## config.mk

```make
export PLATFORM = sky130hd
export DESIGN_NAME = smram_tseg_decoder
export DESIGN_NICKNAME = d
export VERILOG_FILES = /design/src/rtl/smram_pkg.sv /design/src/rtl/smram_regs.sv /design/src/rtl/smram_addr_dec.sv /design/src/rtl/smram_tseg_decoder.sv
export SDC_FILE = /design/constraint.sdc
export NUM_CORES = 1
export LEC_CHECK = 0
export ABC_AREA = 1
export BUFFER_PORTS_ARGS = -buffer_cell sky130_fd_sc_hd__buf_2
export CORE_ASPECT_RATIO = 0.8
export CORE_MARGIN = 2
export CORE_UTILIZATION = 52
export DETAILED_ROUTE_END_ITERATION = 7
export GPL_TIMING_DRIVEN = 0
export PLACE_DENSITY_LB_ADDON = 0.15
export SKIP_LAST_GASP = 1
export SLEW_MARGIN = 20
export SYNTH_ARGS = -nofsm -noshare
export SYNTH_HDL_FRONTEND = slang
export SYNTH_SLANG_ARGS = --single-unit
```

## constraint.sdc

```tcl
create_clock -name clk -period 3.06 [get_ports clk]
set_input_delay 0.459 -clock clk [delete_from_list [all_inputs] [get_ports clk]]
set_output_delay 0.459 -clock clk [all_outputs]
set_load 0.01 [all_outputs]
```

## src/rtl/smram_pkg.sv

```systemverilog
package smram_pkg;

    localparam int ADDR_W = 32;
    localparam int REG_W  = 8;

    typedef enum logic [1:0] {
        TGT_PASS  = 2'd0,
        TGT_VIDEO = 2'd1,
        TGT_DRAM  = 2'd2,
        TGT_HOLE  = 2'd3
    } tgt_e;

    // first register bit positions
    localparam int CB_OPEN = 0;
    localparam int CB_LOCK = 1;
    localparam int CB_GEN  = 2;
    // second register bit positions
    localparam int EB_TEN  = 0;
    localparam int EB_TSZ  = 1;
    localparam int EB_HEN  = 3;

    localparam logic [REG_W-1:0] CTL_RST       = 8'h00;
    localparam logic [REG_W-1:0] EXT_RST       = 8'h00;
    localparam logic [REG_W-1:0] CTL_WMASK     = 8'h07;
    localparam logic [REG_W-1:0] EXT_WMASK     = 8'h0F;
    localparam logic [REG_W-1:0] CTL_WMASK_LCK = 8'h00;
    localparam logic [REG_W-1:0] EXT_WMASK_LCK = 8'h00;

    localparam logic [ADDR_W-1:0] LOW_BASE  = 32'h000A_0000;
    localparam logic [ADDR_W-1:0] HIGH_BASE = 32'hFEDA_0000;
    localparam logic [ADDR_W-1:0] WIN_SPAN  = 32'h0002_0000;
    localparam logic [ADDR_W-1:0] HOLE_FILL = 32'hFFFF_FFFF;

    typedef struct packed {
        logic       win_open;
        logic       smm_en;
        logic       high_en;
        logic       tseg_en;
        logic [1:0] tseg_code;
    } smram_cfg_t;

    typedef struct packed {
        tgt_e              tgt;
        logic [ADDR_W-1:0] addr;
    } route_t;

    function automatic smram_cfg_t unpack_cfg(input logic [REG_W-1:0] ctl,
                                              input logic [REG_W-1:0] ext);
        smram_cfg_t c;
        c.win_open  = ctl[CB_OPEN];
        c.smm_en    = ctl[CB_GEN];
        c.high_en   = ext[EB_HEN];
        c.tseg_en   = ext[EB_TEN];
        c.tseg_code = ext[EB_TSZ +: 2];
        return c;
    endfunction

    function automatic logic [ADDR_W-1:0] tseg_bytes(input smram_cfg_t c);
        logic [ADDR_W-1:0] s;
        if (!c.tseg_en) begin
            s = '0;
        end else begin
            case (c.tseg_code)
                2'd0:    s = 32'h0010_0000;
                2'd1:    s = 32'h0020_0000;
                2'd2:    s = 32'h0080_0000;
                default: s = '0;
            endcase
        end
        return s;
    endfunction

endpackage

```

## src/rtl/smram_regs.sv

```systemverilog
module smram_regs
    import smram_pkg::*;
(
    input  logic             clk,
    input  logic             rst,
    input  logic             wr_en,
    input  logic             wr_sel,
    input  logic [REG_W-1:0] wr_data,
    output logic [REG_W-1:0] ctl_q,
    output logic [REG_W-1:0] ext_q
);
    logic [REG_W-1:0] ctl_mask, ext_mask, ctl_nx, ext_nx;
    logic             locked;

    assign locked   = ctl_q[CB_LOCK];
    assign ctl_mask = locked ? CTL_WMASK_LCK : CTL_WMASK;
    assign ext_mask = locked ? EXT_WMASK_LCK : EXT_WMASK;

    always_comb begin
        ctl_nx = ctl_q;
        ext_nx = ext_q;
        if (wr_en && !wr_sel)
            ctl_nx = (ctl_q & ~ctl_mask) | (wr_data & ctl_mask);
        if (wr_en && wr_sel)
            ext_nx = (ext_q & ~ext_mask) | (wr_data & ext_mask);
        if (ctl_nx[CB_LOCK])
            ctl_nx[CB_OPEN] = 1'b0;
    end

    always_ff @(posedge clk) begin
        if (rst) begin
            ctl_q <= CTL_RST;
            ext_q <= EXT_RST;
        end else begin
            ctl_q <= ctl_nx;
            ext_q <= ext_nx;
        end
    end
endmodule

```

## src/rtl/smram_addr_dec.sv

```systemverilog
module smram_addr_dec
    import smram_pkg::*;
#(
    parameter logic [ADDR_W-1:0] MEM_TOP = 32'h8000_0000
) (
    input  logic [ADDR_W-1:0] addr,
    input  logic              smm,
    input  smram_cfg_t        cfg,
    output route_t            route
);
    logic [ADDR_W-1:0] low_off, high_off, tsz;
    logic              low_hit, high_hit, tseg_hit;

    assign low_off  = addr - LOW_BASE;
    assign high_off = addr - HIGH_BASE;
    assign low_hit  = low_off < WIN_SPAN;
    assign high_hit = high_off < WIN_SPAN;
    assign tsz      = tseg_bytes(cfg);
    assign tseg_hit = (tsz != '0) && (addr < MEM_TOP) && (addr >= MEM_TOP - tsz);

    always_comb begin
        route.tgt  = TGT_PASS;
        route.addr = addr;
        if (low_hit) begin
            if (smm)
                route.tgt = (cfg.smm_en && !cfg.high_en) ? TGT_DRAM : TGT_VIDEO;
            else
                route.tgt = (cfg.win_open && !cfg.high_en) ? TGT_DRAM : TGT_VIDEO;
        end else if (high_hit) begin
            if (smm ? (cfg.smm_en && cfg.high_en) : (cfg.win_open && cfg.high_en)) begin
                route.tgt  = TGT_DRAM;
                route.addr = LOW_BASE + high_off;
            end
        end else if (tseg_hit) begin
            route.tgt = smm ? TGT_DRAM : TGT_HOLE;
        end
    end
endmodule

```

## src/rtl/smram_tseg_decoder.sv

```systemverilog
module smram_tseg_decoder
    import smram_pkg::*;
#(
    parameter logic [31:0] MEM_TOP = 32'h8000_0000
) (
    input  logic        clk,
    input  logic        rst,
    input  logic        reg_wr_en,
    input  logic        reg_wr_sel,
    input  logic [7:0]  reg_wr_data,
    output logic [7:0]  ctl_q,
    output logic [7:0]  ext_q,
    input  logic        acc_vld,
    input  logic        acc_smm,
    input  logic        acc_wr,
    input  logic [31:0] acc_addr,
    output logic        rsp_vld,
    output logic [1:0]  rsp_tgt,
    output logic [31:0] rsp_addr,
    output logic [31:0] rsp_rdata,
    output logic        rsp_wdrop
);
    smram_cfg_t cfg;
    route_t     route;
    logic       is_hole;

    smram_regs regs_i (
        .clk     (clk),
        .rst     (rst),
        .wr_en   (reg_wr_en),
        .wr_sel  (reg_wr_sel),
        .wr_data (reg_wr_data),
        .ctl_q   (ctl_q),
        .ext_q   (ext_q)
    );

    assign cfg = unpack_cfg(ctl_q, ext_q);

    smram_addr_dec #(.MEM_TOP(MEM_TOP)) dec_i (
        .addr  (acc_addr),
        .smm   (acc_smm),
        .cfg   (cfg),
        .route (route)
    );

    assign is_hole = acc_vld && (route.tgt == TGT_HOLE);

    always_ff @(posedge clk) begin
        if (rst) begin
            rsp_vld   <= 1'b0;
            rsp_tgt   <= TGT_PASS;
            rsp_addr  <= '0;
            rsp_rdata <= '0;
            rsp_wdrop <= 1'b0;
        end else begin
            rsp_vld   <= acc_vld;
            rsp_tgt   <= acc_vld ? route.tgt : TGT_PASS;
            rsp_addr  <= acc_vld ? route.addr : '0;
            rsp_rdata <= (is_hole && !acc_wr) ? HOLE_FILL : '0;
            rsp_wdrop <= is_hole && acc_wr;
        end
    end
endmodule

```

After elaboration in Yosys (flattened, before gate mapping):

Index checks and enable logic that the tools add are counted.

* register bits after elaboration: 84
* latch bits: 0
* bits in writable memories: 0
* bits in read-only memories: 0
* input port bits: 47
* output and inout port bits: 84
* word-level logic and storage cells: 64
* memories: 0

* add/sub/neg operators: 4
* $mul: 0
* div/mod/pow operators: 0
* magnitude comparators: 4
* equality and inequality tests: 3
* shifts and indexed selects: 0
* multiplexer cells: 17
* bitwise gates (word level): 9
* reductions and logical operators: 18

Operator list (count)
* $mux W32: 4
* $pmux W24 S3: 1
* $lt A32 B18 Y1 const B: 2
* $mux W34: 1
* $add A20 B32 Y32 const A: 1
* $and A8 B8 Y8: 4
* $ge A32 B32 Y1: 1
* $lt A32 B32 Y1 const B: 1
* $reduce_bool A32 Y1: 1
* $sub A32 B20 Y32 const B: 1
* $sub A32 B32 Y32 const A: 1
* $sub A32 B32 Y32 const B: 1
* $not A8 Y8: 2
* $or A8 B8 Y8: 2
* $mux W2: 7
* $logic_and A1 B1 Y1: 11
* $eq A2 B2 Y1 const B: 2
* $mux W4: 1
* $reduce_or A2 Y1: 2
* $logic_not A1 Y1: 3
* $mux W3: 1
* $eq A2 B1 Y1 const B: 1
* $logic_not A2 Y1: 1
* $mux W1: 2
* $not A1 Y1: 1

Longest topological paths before layout:

Gate-level depths: netlist (run 1).

* depth in word-level cells: 13
* mapped depth: 17
* gate-level depth less buffers: 17

Hierarchy:

A second synthesis (run 1) with hierarchy kept.

* cells, all modules: 550
* area total of the unflattened synthesis: 3588.4 µm²

Modules (own cells, without submodules)
* smram_addr_dec: instances 1, cells an instance 352, area each 1916.8 µm², seq. area each 0.0 µm²
* smram_tseg_decoder: instances 1, cells an instance 147, area each 1306.3 µm², seq. area each 740.7 µm²
* smram_regs: instances 1, cells an instance 51, area each 365.4 µm², seq. area each 140.1 µm²

Least setup slack after synthesis (run 1):

Ideal clock, no wire load.

* kind: reg2reg
* start: register (tool-made name)
* end: register rsp_tgt[1]
* setup time: 128 ps
* arrival time: 2010 ps
* data required time: 2932 ps
* slack: 922 ps
* cell stages (with the launch flop): 16
* path buffers: 0
* clock period less this slack: 2138 ps
* path through: dfxtp_1 nand3_1 ha_1 inv_1 ha_1 a31o_2 inv_1 nand2_1 nand3_1 nand2_1 nand2_1 inv_1 nand2_1 nand3_1 nand2_1 nor2_1

RTL lines
* end signal: assignment: RTL line smram_tseg_decoder.sv:57 `rsp_tgt <= acc_vld ? route.tgt : TGT_PASS;`
* end: declaration: RTL line smram_tseg_decoder.sv:18 `output logic [1:0] rsp_tgt,`

==> results.yml, run 1 <==
cells_and_area:
  seq_area_um2: 880.8
  finalNetCount: 669
  drive_gt1_share_pct: 31.16
  fin_cells: 691
  fill_cells: 506
  design_area_um2: 3861
  syn_to_final_growth_pct: 27.36
  multi_input_area_um2: 1544
  num_antenna_cells: 0
  final_cell_mix: "nand2_1 (117), buf_2 (117), inv_1 (69), nor2_1 (64), nand3_1 (51)"
logic_synthesis:
  yosys.area.top_type_share_pct: 29.05
  avgSynthCellArea_um2: 6.290
  synth_enable_flop_cells: 0
  synth.ff_latch_count: 44
  synth_area_leaders: "dfxtp_1 (29%), nand2_1 (14%), buf_4 (10%)"
  ys_types: 33
  yosys_warnings: 0
  syn_inst: 482
  async_flop_share_pct: 0
  synth_flop_cell: "dfxtp_1"
  syn-cell-area_um2: 3032
  synth_area_leader_cell: "dfxtp_1"
  seq_area_frac_synth_pct: 29.05
floorplanning:
  start_util_pct: 54.87
  coreArea_um2: 5525
  fp-row-count: 24
  pin_count: 131
  dieArea_um2: 6461
  die_y_um: 72.30
  die_w_um: 89.37
clock_network:
  post_cts.repair.setup_buffers: 0
  htreeDepth: 2
  postCtsHoldBufs: 0
  cts_resized: 0
  path_clk_slew_ns: 0.08
  cts_tree: "built"
  cts_buffers: 5
  cts_buffer_depth: 2
  clock_latency_ns: 0.30
  ctsRootBufferMaster: "clkbuf_8"
  cts_num_sinks: 44
global_routing:
  antenna_found_initial: 0
  gr-total-overflow: 0
  grt_usage_pct: 25.12
  grt_max_degree: 33
  grt_pass1_wl_um: 12670
  grt_pass1_vias: 2861
worst_setup_path:
  cp_common_cell: "nand2_1"
  r2r_setup_slack_ns: 0.69
  slowest_stage: "dfxtp_1"
  worstSetupPathType: "reg2reg"
  critPathBufInv: 3
  path_delay_family: "simple AND/OR/NAND/NOR gates"
  cpPeakStageDelay_ns: 0.43
  cp.arrival_ns: 2.55
  cp-end-kind: "flip-flop"
  start_kind: "flip-flop"
  path_cells: "nand3_1 -> ha_1 -> inv_1 -> ha_1 -> a31o_2 -> inv_1 -> nand2_1 -> nand3_1 -> nand2_1 -> nand2_1 -> inv_1 -> nand2_1 -> nand3_1 -> nand2_1 -> nor2_1"
  crit_path_max_fanout: 7
  crit_required_ns: 3.24
timing:
  worst_hold_slack_ns: 0.3565
  min_period_ns: 2.373
  finalSetupViolCount: 0
  max_freq_mhz: 421.3
  worstMarginPinSlew_ns: 0.9527
  rsz0062_at_grt: "false"
  min_period_over_period_pct: 77.56
  maxSlewHeadroom_pct: 36.40
  fin_tns_setup_ns: 0
  hold_violations: 0
  fin_skew_ns: 0.003811
  drv_slew: 0
drt:
  dr.first_iter.drc_count: 254
  ant_nets: 0
  vias: 3338
  wirelength_um: 8055
  firstDrtPassIters: 5
  drc_errors: 0
  wl_per_cell_um: 11.66
  avgViaCountPerCell: 4.831
power:
  power_density_nw_per_um2: 363.4
  power.leakage_uw: 0.002369
  ir_worst_vdd_mv: 0.3085
place:
  hpwl_um: 6505
  io_buffers: 115
  place_area_um2: 3735
  dp.cells: 683
  place.gp.congestion: 0.9866
run_status:
  outcome: "finished, final reports clean"
flow_run:
  drv_cap: 0
hold_path:
  hp-class: "in2reg"
[synthesized netlist by cell type (2+ instances only)]
library cell and count:
a21oi_1 11, a31oi_1 2, and2_1 2, buf_2 2
buf_4 41, clkbuf_1 4, clkinv_1 2, dfxtp_1 44
ha_1 10, inv_1 69, inv_2 7, nand2_1 117
nand2_2 4, nand3_1 51, nand3b_1 2, nand4_1 9
nor2_1 64, nor2_2 7, nor3_1 5, o21ai_0 10
o21bai_1 3, xor2_1 5
[logic make-up after synthesis]
family	Yosys count	share of synthesized area, %
AOI/OAI and AO/OA	29	5.448
adders and majority gates	10	4.127
xor gates and xnor gates	6	1.733
and+or+nand+nor	266	38.51
DFF	44	29.05
other	1	0.1237
buffers and inverters	126	21.01
[through the flow]
step / setup slack (ns) / total power [uW] / utilization [%]
floorplan: 0.9220 / 825.2 / -
global placement: 0.6450 / 920.9 / 67.60
detailed placement: 0.5816 / 929.0 / 67.60
CTS: 0.6981 / 1403 / 69.88
global route: 0.4461 / 1482 / 69.88
finish: 0.6866 / 1403 / 69.88
[power breakdown]
group	switching (uW)	internal, uW	total [uW]
logic	200	117	317
registers	9.02	596	605
clock network	193	288	481
[worst register-to-register path, stage by stage (launching register included)]
cell     delay, ns
dfxtp_1       0.43
nand3_1       0.24
ha_1          0.35
inv_1         0.04
ha_1          0.28
a31o_2        0.24
inv_1         0.05
nand2_1       0.05
nand3_1       0.06
nand2_1       0.05
nand2_1       0.11
inv_1         0.05
nand2_1       0.08
nand3_1       0.08
nand2_1       0.09
nor2_1        0.04
[metal layers]
layer,GRT usage [%],share of wire (%),vias to the layer above
met2,41.56,46,182
met3,7.281,11,9
met1,32.04,42,1445
met5,0,0,-
li1,-,-,1702
met4,6.799,1.4,0
[cell type report]
class / count / area share [%]
Clock buffer: 7 / 2.495
Timing Repair Buffer: 115 / 14.91
Buffer: 48 / 8.911
Clock inverter: 1 / 0.7777
Multi-Input combinational cell: 320 / 39.99
Inverter: 78 / 7.583
Tap cell: 78 / 2.528
Sequential cell: 44 / 22.81
[path summary, 6_finish.rpt]
kind | startpoint | to | cells past startpoint
setup / recovery | flip-flop | rsp_tgt[1]$_SDFF_PP0_ | 15
hold / removal | rst | regs_i.ctl_q[1]$_SDFF_PP0_ | 2
setup reg to reg | flip-flop | rsp_tgt[1]$_SDFF_PP0_ | 15
hold reg to reg | flip-flop | flip-flop | 2
No activity file was read; power rests on OpenSTA's default activity.
==> run 2: changes to the inputs <==
Settings changed: CORE_UTILIZATION 52 to 48.
Clock period 3.06 ns to 2.5 ns, I/O delays scaled along.
==> run 2 against run 1 <==
Cell count is 0.43% higher; via count is 2.2% lower; first-iteration DRC count is 11% lower; power is 19% higher; setup slack worse by 0.49 ns; critical endpoint unchanged; largest power group unchanged; highest routed layer unchanged.
==> results.yml, run 2 (synthesized netlist as in run 1, its figures left out) <==
floorplanning:
  pin_count: 131
  fp-row-count: 25
  die_w_um: 92.86
  coreArea_um2: 6006
  die_y_um: 75.08
  dieArea_um2: 6972
  start_util_pct: 50.48
timing:
  min_period_ns: 2.300
  fin_skew_ns: 0.003706
  drv_slew: 0
  rsz0062_at_grt: "false"
  fin_tns_setup_ns: 0
  worstMarginPinSlew_ns: 0.9568
  hold_violations: 0
  max_freq_mhz: 434.7
  min_period_over_period_pct: 92.01
  finalSetupViolCount: 0
  maxSlewHeadroom_pct: 36.13
global_routing:
  grt_max_degree: 33
  grt_pass1_vias: 2824
  grt_pass1_wl_um: 12670
  grt_usage_pct: 22.55
  gr-total-overflow: 0
  antenna_found_initial: 0
worst_setup_path:
  worstReg2RegEnd: "rsp_tgt[1]$_SDFF_PP0_"
  crit_required_ns: 2.68
  cp.arrival_ns: 2.48
  crit_path_max_fanout: 7
  cp-end-kind: "flip-flop"
  worstSetupPathType: "reg2reg"
  start_kind: "flip-flop"
  reg2reg_depth: 15
  r2r_setup_slack_ns: 0.20
cells_and_area:
  final_cell_mix: "buf_2 (117), nand2_1 (116), inv_1 (69), nor2_1 (64), nand3_1 (50)"
  num_antenna_cells: 0
  final_core_util_pct: 64.33
  finalNetCount: 669
  syn_to_final_growth_pct: 27.45
  final_common_cell: "buf_2"
  drive_gt1_share_pct: 31.65
  fin_cells: 694
drt:
  vias: 3266
  drc_errors: 0
  dr.first_iter.drc_count: 225
  ant_nets: 0
  avgViaCountPerCell: 4.706
  wirelength_um: 7878
  firstDrtPassIters: 6
  wl_per_cell_um: 11.35
hold_path:
  worstHoldEndpoint: "regs_i.ctl_q[1]$_SDFF_PP0_"
  hp-start: "rst"
  hp-class: "in2reg"
  hold_depth: 2
power:
  ir_worst_vdd_mv: 0.3304
  power.leakage_uw: 0.002358
  power_density_nw_per_um2: 433.5
clock_network:
  path_clk_slew_ns: 0.08
  post_cts.repair.setup_buffers: 0
  postCtsHoldBufs: 0
  ctsRootBufferMaster: "clkbuf_8"
  clock_latency_ns: 0.29
  cts_buffer_depth: 2
  htreeDepth: 2
  cts_num_sinks: 44
  cts_tree: "built"
  cts_buffers: 5
run_status:
  outcome: "finished, final reports clean"
place:
  place.gp.congestion: 0.9904
  hpwl_um: 6428
  dp.cells: 686
  io_buffers: 115
flow_run:
  drv_cap: 0
run 2: changes by cell type in the layout (fill, tap and decap cells not counted), sizes merged:
cell / before / now
inv: 76 / 77
clkinvlp: 0 / 1
clkbuf: 11 / 9
run 2: per-layer routing:
layer | wire, um | track usage, %
met4 | 70 | 3.922
met1 | 3436 | 30.22
met5 | 0 | 0
met2 | 3580 | 37.76
met3 | 791 | 5.806
run 2: area by class of cell:
cell class	instances	area [um^2]
Buffer	48	344.1
Clock buffer	5	68.82
Clock inverter	3	46.29
Fill cell	595	2142
Inverter	78	292.8
Multi-Input combinational cell	320	1554
Sequential cell	44	880.8
Tap cell	81	101.3
Timing Repair Buffer	115	575.6
run 2: what timing repair did:
action	4_1_cts	5_1_grt
setup endpoints to repair	0	3
gates resized for setup	0	3
hold endpoints to repair	0	0
run 2: critical path: stages, from the launching register on:
cell and delay (ns):
dfxtp_1 0.45, nand3_2 0.19, ha_1 0.33, inv_1 0.04
ha_1 0.28, a31o_2 0.24, inv_1 0.05, nand2_1 0.05
nand3_1 0.06, nand2_1 0.06, nand2_1 0.11, inv_1 0.05
nand2_1 0.08, nand3_1 0.08, nand2_1 0.09, nor2_1 0.04
run 2: how the worst max path moves through the flow:
stage | from | to | cells after the start | slack (ns)
5_1_grt | flip-flop | rsp_tgt[1]$_SDFF_PP0_ | 16 | 0.04
2_1_floorplan | flip-flop | rsp_tgt[1]$_SDFF_PP0_ | 15 | 0.36
3_5_place_dp | acc_addr[18] | rsp_addr[27]$_SDFF_PP0_ | 15 | 0.12
6_report | flip-flop | rsp_tgt[1]$_SDFF_PP0_ | 15 | 0.20
3_3_place_gp | acc_addr[18] | rsp_addr[27]$_SDFF_PP0_ | 15 | 0.14
4_1_cts | flip-flop | rsp_tgt[1]$_SDFF_PP0_ | 15 | 0.15
run 2: power by group:
part           switching (uW)  internal, uW
Clock                     248           301
Combinational             243           144
Sequential               11.2           729
Total                     501          1170
run 2: stage by stage:
stage          cell area (um^2)  setup WS, ns  hold slack, ns  power [uW]
2_1_floorplan              3062        0.3620          0.4474        1010
3_3_place_gp               3739        0.1407          0.4618        1131
3_5_place_dp               3739        0.1232          0.4683        1137
4_1_cts                    3854        0.1488          0.2598        1685
5_1_grt                    3864       0.03663          0.2649        1781
6_report                   3864        0.1997          0.2664        1675
